$ cat config.mk
export PLATFORM = sky130hd
export DESIGN_NAME = bank_mapper
export DESIGN_NICKNAME = d
export VERILOG_FILES = /design/src/rtl/bmap_pkg.sv /design/src/rtl/bmap_wr_ctrl.sv /design/src/rtl/bmap_table.sv /design/src/rtl/bmap_decode.sv /design/src/rtl/bank_mapper.sv
export SDC_FILE = /design/constraint.sdc
export NUM_CORES = 1
export LEC_CHECK = 0
export ABC_AREA = 1
export BUFFER_PORTS_ARGS = -buffer_cell sky130_fd_sc_hd__clkbuf_2
export CAP_MARGIN = 0
export CORE_MARGIN = 5
export CORE_UTILIZATION = 60
export DETAILED_ROUTE_END_ITERATION = 7
export GPL_TIMING_DRIVEN = 0
export HOLD_SLACK_MARGIN = 0.08
export PLACE_DENSITY = 0.83
export SLEW_MARGIN = 10
export SYNTH_ARGS = -nofsm -noshare
export SYNTH_HDL_FRONTEND = slang
export SYNTH_HIERARCHICAL = 1
export SYNTH_SLANG_ARGS = --single-unit
$ cat constraint.sdc
create_clock -name clk -period 3.3 [get_ports clk]
set_input_delay 0.165 -clock clk [delete_from_list [all_inputs] [get_ports clk]]
set_output_delay 0.165 -clock clk [all_outputs]
set_load 0.01 [all_outputs]
$ cat src/rtl/bmap_pkg.sv
package bmap_pkg;
  localparam int LA_W   = 16;
  localparam int OFS_W  = 12;
  localparam int IDX_W  = LA_W - OFS_W;
  localparam int PAGE_W = 8;
  localparam int PA_W   = OFS_W + PAGE_W;
  localparam int DAT_W  = 8;
  localparam int ENTRIES = 1 << IDX_W;
  typedef logic [PAGE_W-1:0] page_t;
  typedef logic [IDX_W-1:0]  idx_t;
endpackage

$ cat src/rtl/bmap_wr_ctrl.sv
module bmap_wr_ctrl
  import bmap_pkg::*;
#(
  parameter logic [7:0] MAP_PORT  = 8'h60,
  parameter logic [7:0] CTRL_PORT = 8'h61
) (
  input  logic       clk,
  input  logic       rst_n,
  input  logic       io_req,
  input  logic       wr,
  input  logic [7:0] port,
  output logic       tbl_we,
  output logic       en_we
);
  localparam int NPORT = 2;
  localparam logic [7:0] PORT_LIST [NPORT] = '{MAP_PORT, CTRL_PORT};

  logic [NPORT-1:0] pulse;

  for (genvar k = 0; k < NPORT; k++) begin : g_port
    logic hit, seen;
    assign hit = io_req && wr && (port == PORT_LIST[k]);
    always_ff @(posedge clk) begin
      if (!rst_n) seen <= 1'b0;
      else        seen <= hit;
    end
    assign pulse[k] = hit && !seen;

    // one update per strobe assertion
    assert_single_pulse_R6: assert property (@(posedge clk) disable iff (!rst_n)
      pulse[k] |=> !pulse[k]);
  end

  assign tbl_we = pulse[0];
  assign en_we  = pulse[1];
endmodule

$ cat src/rtl/bmap_table.sv
module bmap_table
  import bmap_pkg::*;
(
  input  logic  clk,
  input  logic  rst_n,
  input  logic  we,
  input  idx_t  idx,
  input  page_t din,
  output page_t dout
);
  page_t slot [ENTRIES];

  // contents left undefined by reset on purpose
  always_ff @(posedge clk) begin
    if (we) slot[idx] <= din;
  end

  assign dout = slot[idx];

  assert_entry_written_R5: assert property (@(posedge clk) disable iff (!rst_n)
    we |=> slot[$past(idx)] == $past(din));
endmodule

$ cat src/rtl/bmap_decode.sv
module bmap_decode
  import bmap_pkg::*;
#(
  parameter int ROM_PAGES = 2
) (
  input  logic            map_en,
  input  logic            mem_req,
  input  logic [LA_W-1:0] laddr,
  input  page_t           page_in,
  output logic [PA_W-1:0] paddr,
  output logic            rom_n,
  output logic            ram_n
);
  page_t page;
  logic  rom_hit;

  always_comb begin
    if (map_en) page = page_in;
    else        page = {{(PAGE_W-IDX_W){1'b0}}, laddr[LA_W-1:OFS_W]};
  end

  assign rom_hit = page < PAGE_W'(ROM_PAGES);
  assign paddr   = {page, laddr[OFS_W-1:0]};
  assign rom_n   = !(mem_req && rom_hit);
  assign ram_n   = !(mem_req && !rom_hit);
endmodule

$ cat src/rtl/bank_mapper.sv
module bank_mapper
  import bmap_pkg::*;
#(
  parameter logic [7:0] MAP_PORT  = 8'h60,
  parameter logic [7:0] CTRL_PORT = 8'h61,
  parameter int         ROM_PAGES = 2
) (
  input  logic             clk,
  input  logic             rst_n,
  input  logic             mem_req,
  input  logic             io_req,
  input  logic             wr,
  input  logic [LA_W-1:0]  cpu_addr,
  input  logic [DAT_W-1:0] cpu_data,
  output logic [PA_W-1:0]  phys_addr,
  output logic             rom_sel_n,
  output logic             ram_sel_n
);
  logic  tbl_we, en_we, map_en;
  page_t entry;

  bmap_wr_ctrl #(.MAP_PORT(MAP_PORT), .CTRL_PORT(CTRL_PORT)) u_ctrl (
    .clk(clk), .rst_n(rst_n), .io_req(io_req), .wr(wr),
    .port(cpu_addr[7:0]), .tbl_we(tbl_we), .en_we(en_we));

  bmap_table u_tbl (
    .clk(clk), .rst_n(rst_n), .we(tbl_we),
    .idx(cpu_addr[LA_W-1:OFS_W]), .din(cpu_data), .dout(entry));

  always_ff @(posedge clk) begin
    if (!rst_n)     map_en <= 1'b0;
    else if (en_we) map_en <= cpu_data[0];
  end

  bmap_decode #(.ROM_PAGES(ROM_PAGES)) u_dec (
    .map_en(map_en), .mem_req(mem_req), .laddr(cpu_addr), .page_in(entry),
    .paddr(phys_addr), .rom_n(rom_sel_n), .ram_n(ram_sel_n));

  assert_offset_pass_R1: assert property (@(posedge clk) disable iff (!rst_n)
    phys_addr[OFS_W-1:0] == cpu_addr[OFS_W-1:0]);
  assert_bypass_R3: assert property (@(posedge clk) disable iff (!rst_n)
    !map_en |-> phys_addr == {{(PA_W-LA_W){1'b0}}, cpu_addr});
  assert_idle_sel_R4: assert property (@(posedge clk) disable iff (!rst_n)
    !mem_req |-> (rom_sel_n && ram_sel_n));
  assert_no_dual_sel_R4: assert property (@(posedge clk) disable iff (!rst_n)
    rom_sel_n || ram_sel_n);
  assert_enable_load_R7: assert property (@(posedge clk) disable iff (!rst_n)
    en_we |=> map_en == $past(cpu_data[0]));
endmodule

Yosys cells after proc, flatten, opt, wreduce, memory -nomap -nowiden
Memory sizes are Yosys's and may differ from the RTL's. Index checks and enable logic that the tools add are counted.

Bits in registers: 3. RAM bits: 128. Input bits: 29. Logic and storage cells: 22. Memories kept: 1.

Memories: u_tbl.slot (words 16, width 8, read ports 1, clocked after memory_dff 0, write ports 1, RTL line bmap_table.sv:11) `page_t slot [ENTRIES];`.

Magnitude comparators: 1. Equal/unequal tests: 2. Muxes and demuxes: 3. Reductions and logical operators: 12.

Operators with widths (number): == test 8 x 7 -> 1 bit (second input constant) (2); less-than comparator 8 x 2 -> 1 bit (second input constant) (1); two-way mux 8 bit (1); logical AND 1 bit (7); zero test 1 bit (5); two-way mux 1 bit (2).

Depth between registers and ports, before layout
An unclocked memory read counts as a cell.

Depth in word-level cells: 6. Depth in mapped cells: 16. Mapped depth without buffers: 14.

By module
The synthesis kept the hierarchy.

By module, submodules not included: bmap_table (instances 1, cells each 540, area an instance 5432.7 um^2); bmap_decode (instances 1, cells each 42, area an instance 227.7 um^2); bmap_wr_ctrl (instances 1, cells each 22, area an instance 122.6 um^2); bank_mapper (instances 1, cells each 6, area an instance 41.3 um^2).

Worst setup path after synthesis
No wires, ideal clock.

Path kind: input-to-reg. From: in cpu_addr[2]. To: mem u_tbl/slot[3][0] (netlist bit), enable pin. Setup time: 0.370 ns. Arrival: 1.175 ns. Data required time: 2.930 ns. Slack: 1.754 ns. Stages on the path: 7. Cell sequence: inv_1 > nand2_1 > nor2_2 > nand3_1 > nor2_1 > nand3_1 > nor2_1.

Longest elaborated chain between the ends: 5.

Ends and longest elaborated chain: start: declaration (RTL line bank_mapper.sv:13) `input logic [LA_W-1:0] cpu_addr,`; == test 8 x 7 -> 1 bit (RTL line bmap_wr_ctrl.sv:22) `assign hit = io_req && wr && (port == PORT_LIST[k]);`; logical AND 1 bit (RTL line bmap_wr_ctrl.sv:22); logical AND 1 bit (RTL line bmap_wr_ctrl.sv:27) `assign pulse[k] = hit && !seen;`; named net tbl_we (RTL line bank_mapper.sv:19) `logic tbl_we, en_we, map_en;`; two-way mux 1 bit (RTL line bmap_table.sv:15) `if (we) slot[idx] <= din;`; two-way mux 1 bit (implied by the code) (RTL line bmap_table.sv:15); end: declaration (RTL line bmap_table.sv:11).

The timed path passes the listed nets, and every way through them passes these cells.

Worst setup path in the final report
From: in cpu_addr[0]. To: mem u_tbl/slot[5][6] (netlist bit), enable pin.

Same word-level chain as after synthesis.

==> results.yml <==
place:
  dp_slack_ps: 1150
  dp_cells: 789
  place_congestion: 0.950
  dpl-instance-area_sq_mm: 0.00622
  hpwl_mm: 8.46
  port_buffers: 46
sta:
  slew_headroom_pct: 51.3
  finalCritPeriodShare_pct: 80.4
  clock_skew_ps: 10.1
  rsz0062_at_grt: "no"
  hold_violations: 0
  setup_viol: 0
  max_freq_mhz: 377
  setup_tns_ps: 0
  fin_ws_ps: 648
  fin_crit_ps: 2650
  finalMaxSlewViolations: 0
  worst_pin_slew_ps: 728
yosys:
  synth_fa_ha_area_share_pct: 0
  synthCells: 610
  ys_seq_area_share_pct: 67.0
  synth_top_family_by_area: "simple AND/OR/NAND/NOR gates"
  ys_warn_count: 6
  synth_edf_count: 128
  avgSynthCellArea_sq_um: 9.55
  synthTopCellsByArea: "edfxtp_1 (66%), nand2_1 (24%), buf_4 (2.3%), inv_1 (2.2%), nor2_1 (1.7%)"
  yosys.area_share.simple_pct: 26.7
  ys_types: 17
  syn_area_sq_mm: 0.00582
  synth_top_area_share_pct: 66.0
  synth_top_area_cell: "edfxtp_1"
  synth.most_common_cell: "nand2_1"
  muxShareOfSynthArea_pct: 0
  synth_compound_area_share_pct: 0.0859
  synthArstFlopShare_pct: 0
  synth_xor_area_share_pct: 0
  ys.flop_type: "edfxtp_1"
  synth-seq-cells: 131
  synth_nets: 639
  synth_common_cells: "nand2_1 (366), edfxtp_1 (128), inv_1 (34)"
min_path:
  worstHoldPathCells: 6
  hold_start: "cpu_addr[1]"
  hp-class: "input port to flip-flop"
global_route:
  antenna_found_initial: 0
  grt_use_total_pct: 24.1
  overflow: 0
  grt_pass1_wl_mm: 20.5
  first_global_vias: 4125
  grt_start_max_net_pins: 18
clock_network:
  clkTransAtPathRegs_ps: 60
  cts_resized: 0
  clock_latency_ps: 520
  h-tree-depth: 4
  postCtsHoldBufs: 5
  clk_path_buf_depth: 2
  cts_tree: "yes"
  numCtsBuffers: 17
  postCtsSetupRepairBufs: 0
  cts-root-buf: "clkbuf_8"
  cts_sinks: 131
setup_path:
  worstPathRequired_ps: 3440
  r2r_start: "u_ctrl/g_port[0].seen"
  critPathLaunch: "cpu_addr[0]"
  worst_r2r_path_depth: 3
  crit_path_end_kind: "flip-flop"
  critPathMaxFanout: 8
  rrSetupSlack_ps: 1420
  arrival_ps: 2800
  cp-start-kind: "input port"
  critPathKind: "input port to flip-flop"
pwr:
  power.internal_mw: 3.13
  switching_power_mw: 0.854
  powerDensity_mw_per_mm2: 580
  max-vdd-ir-drop_mv: 0.405
  swShare_pct: 21.4
  p_leak_nw: 3.10
  pwr-share-seq_pct: 45.8
  clkPwrFrac_pct: 48.1
  total_power_mw: 3.99
  p_comb_share_pct: 6.1
detailed_routing:
  drt_iter0_drc: 472
  drtPass1Iterations: 5
  ant_nets: 0
  via_per_inst: 5.24
  totalWireLength_mm: 13.5
  wl_per_cell_um: 16.3
  remaining_drc_errors: 0
  route.vias.total: 4331
floorplanning:
  core-area_sq_mm: 0.00964
  die_w_um: 109
  core.rowCount: 36
  die_y_um: 109
  start_util_pct: 60.4
  io_pins: 51
  die_area_sq_mm: 0.0118
run:
  drv_cap: 0
status:
  run_status: "complete, no violations"
final_layout:
  n_antenna_cell: 0
  nFillCells: 686
  layout-drive-gt1-share_pct: 16.6
  final_nets: 709
  final_cells: 826
  area_delta_synth_final_pct: 18.1
  final_area_sq_mm: 0.00688
[sequential cells by signal, indices dropped and copies added (netlist names)]
register,count
u_tbl/slot,128
u_ctrl/g_port.seen,2
map_en,1
[worst max-delay path, stage by stage]
cell,delay [ps]
dlygate4sd3_1,560
clkbuf_2,140
nor2_1,70
dlygate4sd3_1,550
nand3_1,90
nor2_1,250
nand3_1,300
nor2_1,660
[logic make-up (layout without fill, tap and decap cells)]
kind of cell | count (synthesis) | count (layout)
buffers and inverters | 71 | 154
AOI/OAI and AO/OA | 1 | 1
and+or+nand+nor | 407 | 407
DFF | 131 | 131
[layer usage]
metal	part of all wire (%)	up-vias	wire length [um]	global-route usage, %
met4	2.9	0	394	12.3
met5	0	-	0	0
met1	38	1993	5140	30.6
met2	49	246	6600	39.0
met3	9.9	34	1330	5.55
li1	-	2058	-	-
[worst paths after layout]
path / end
max: u_tbl/slot[5][6]
min: map_en
max reg2reg: u_tbl/slot[5][6]
min reg2reg: map_en
[metrics by stage]
| stage | utilization (%) | hold slack (ps) |
|---|---|---|
| after floorplan | - | 264 |
| after global placement | 64.5 | 402 |
| after detailed placement | 64.5 | 408 |
| after CTS | 71.4 | 118 |
| after global routing | 71.4 | 153 |
| final | 71.4 | 141 |
[final cells by class]
cell class | count | area (sq um) | area share, %
tap | 133 | 166 | 2.42
sequential | 131 | 3900 | 56.7
timing repair buffer | 51 | 280 | 4.07
buffer | 34 | 218 | 3.16
clock buffer | 20 | 425 | 6.18
inverter | 37 | 141 | 2.06
multi-input combinational | 408 | 1560 | 22.7
clock inverter | 12 | 183 | 2.66
[power groups by stage]
stage | clock [mW] | sequential [mW] | combinational (mW)
2_1_floorplan | 0 | 1.86 | 0.137
3_3_place_gp | 0 | 1.86 | 0.227
3_5_place_dp | 0 | 1.86 | 0.233
4_1_cts | 1.93 | 1.83 | 0.240
5_1_grt | 2.01 | 1.82 | 0.270
6_report | 1.92 | 1.83 | 0.245
[cells in the final DEF, fill, tap and decap left out, types with 2 or more instances in the layout]
cell           count
inv_6              2
nand2_2            3
dfxtp_1            3
clkinv_4           2
bufinv_16          4
nand2_1          366
clkbuf_1           6
edfxtp_1         128
nand3_1            7
clkbuf_2          46
clkinvlp_4         3
nor2_1            26
dlygate4sd3_1      5
clkbuf_16         16
buf_4             18
nor2_2             4
inv_1             34
buf_2             12
Power figures use the tool's default switching activity.
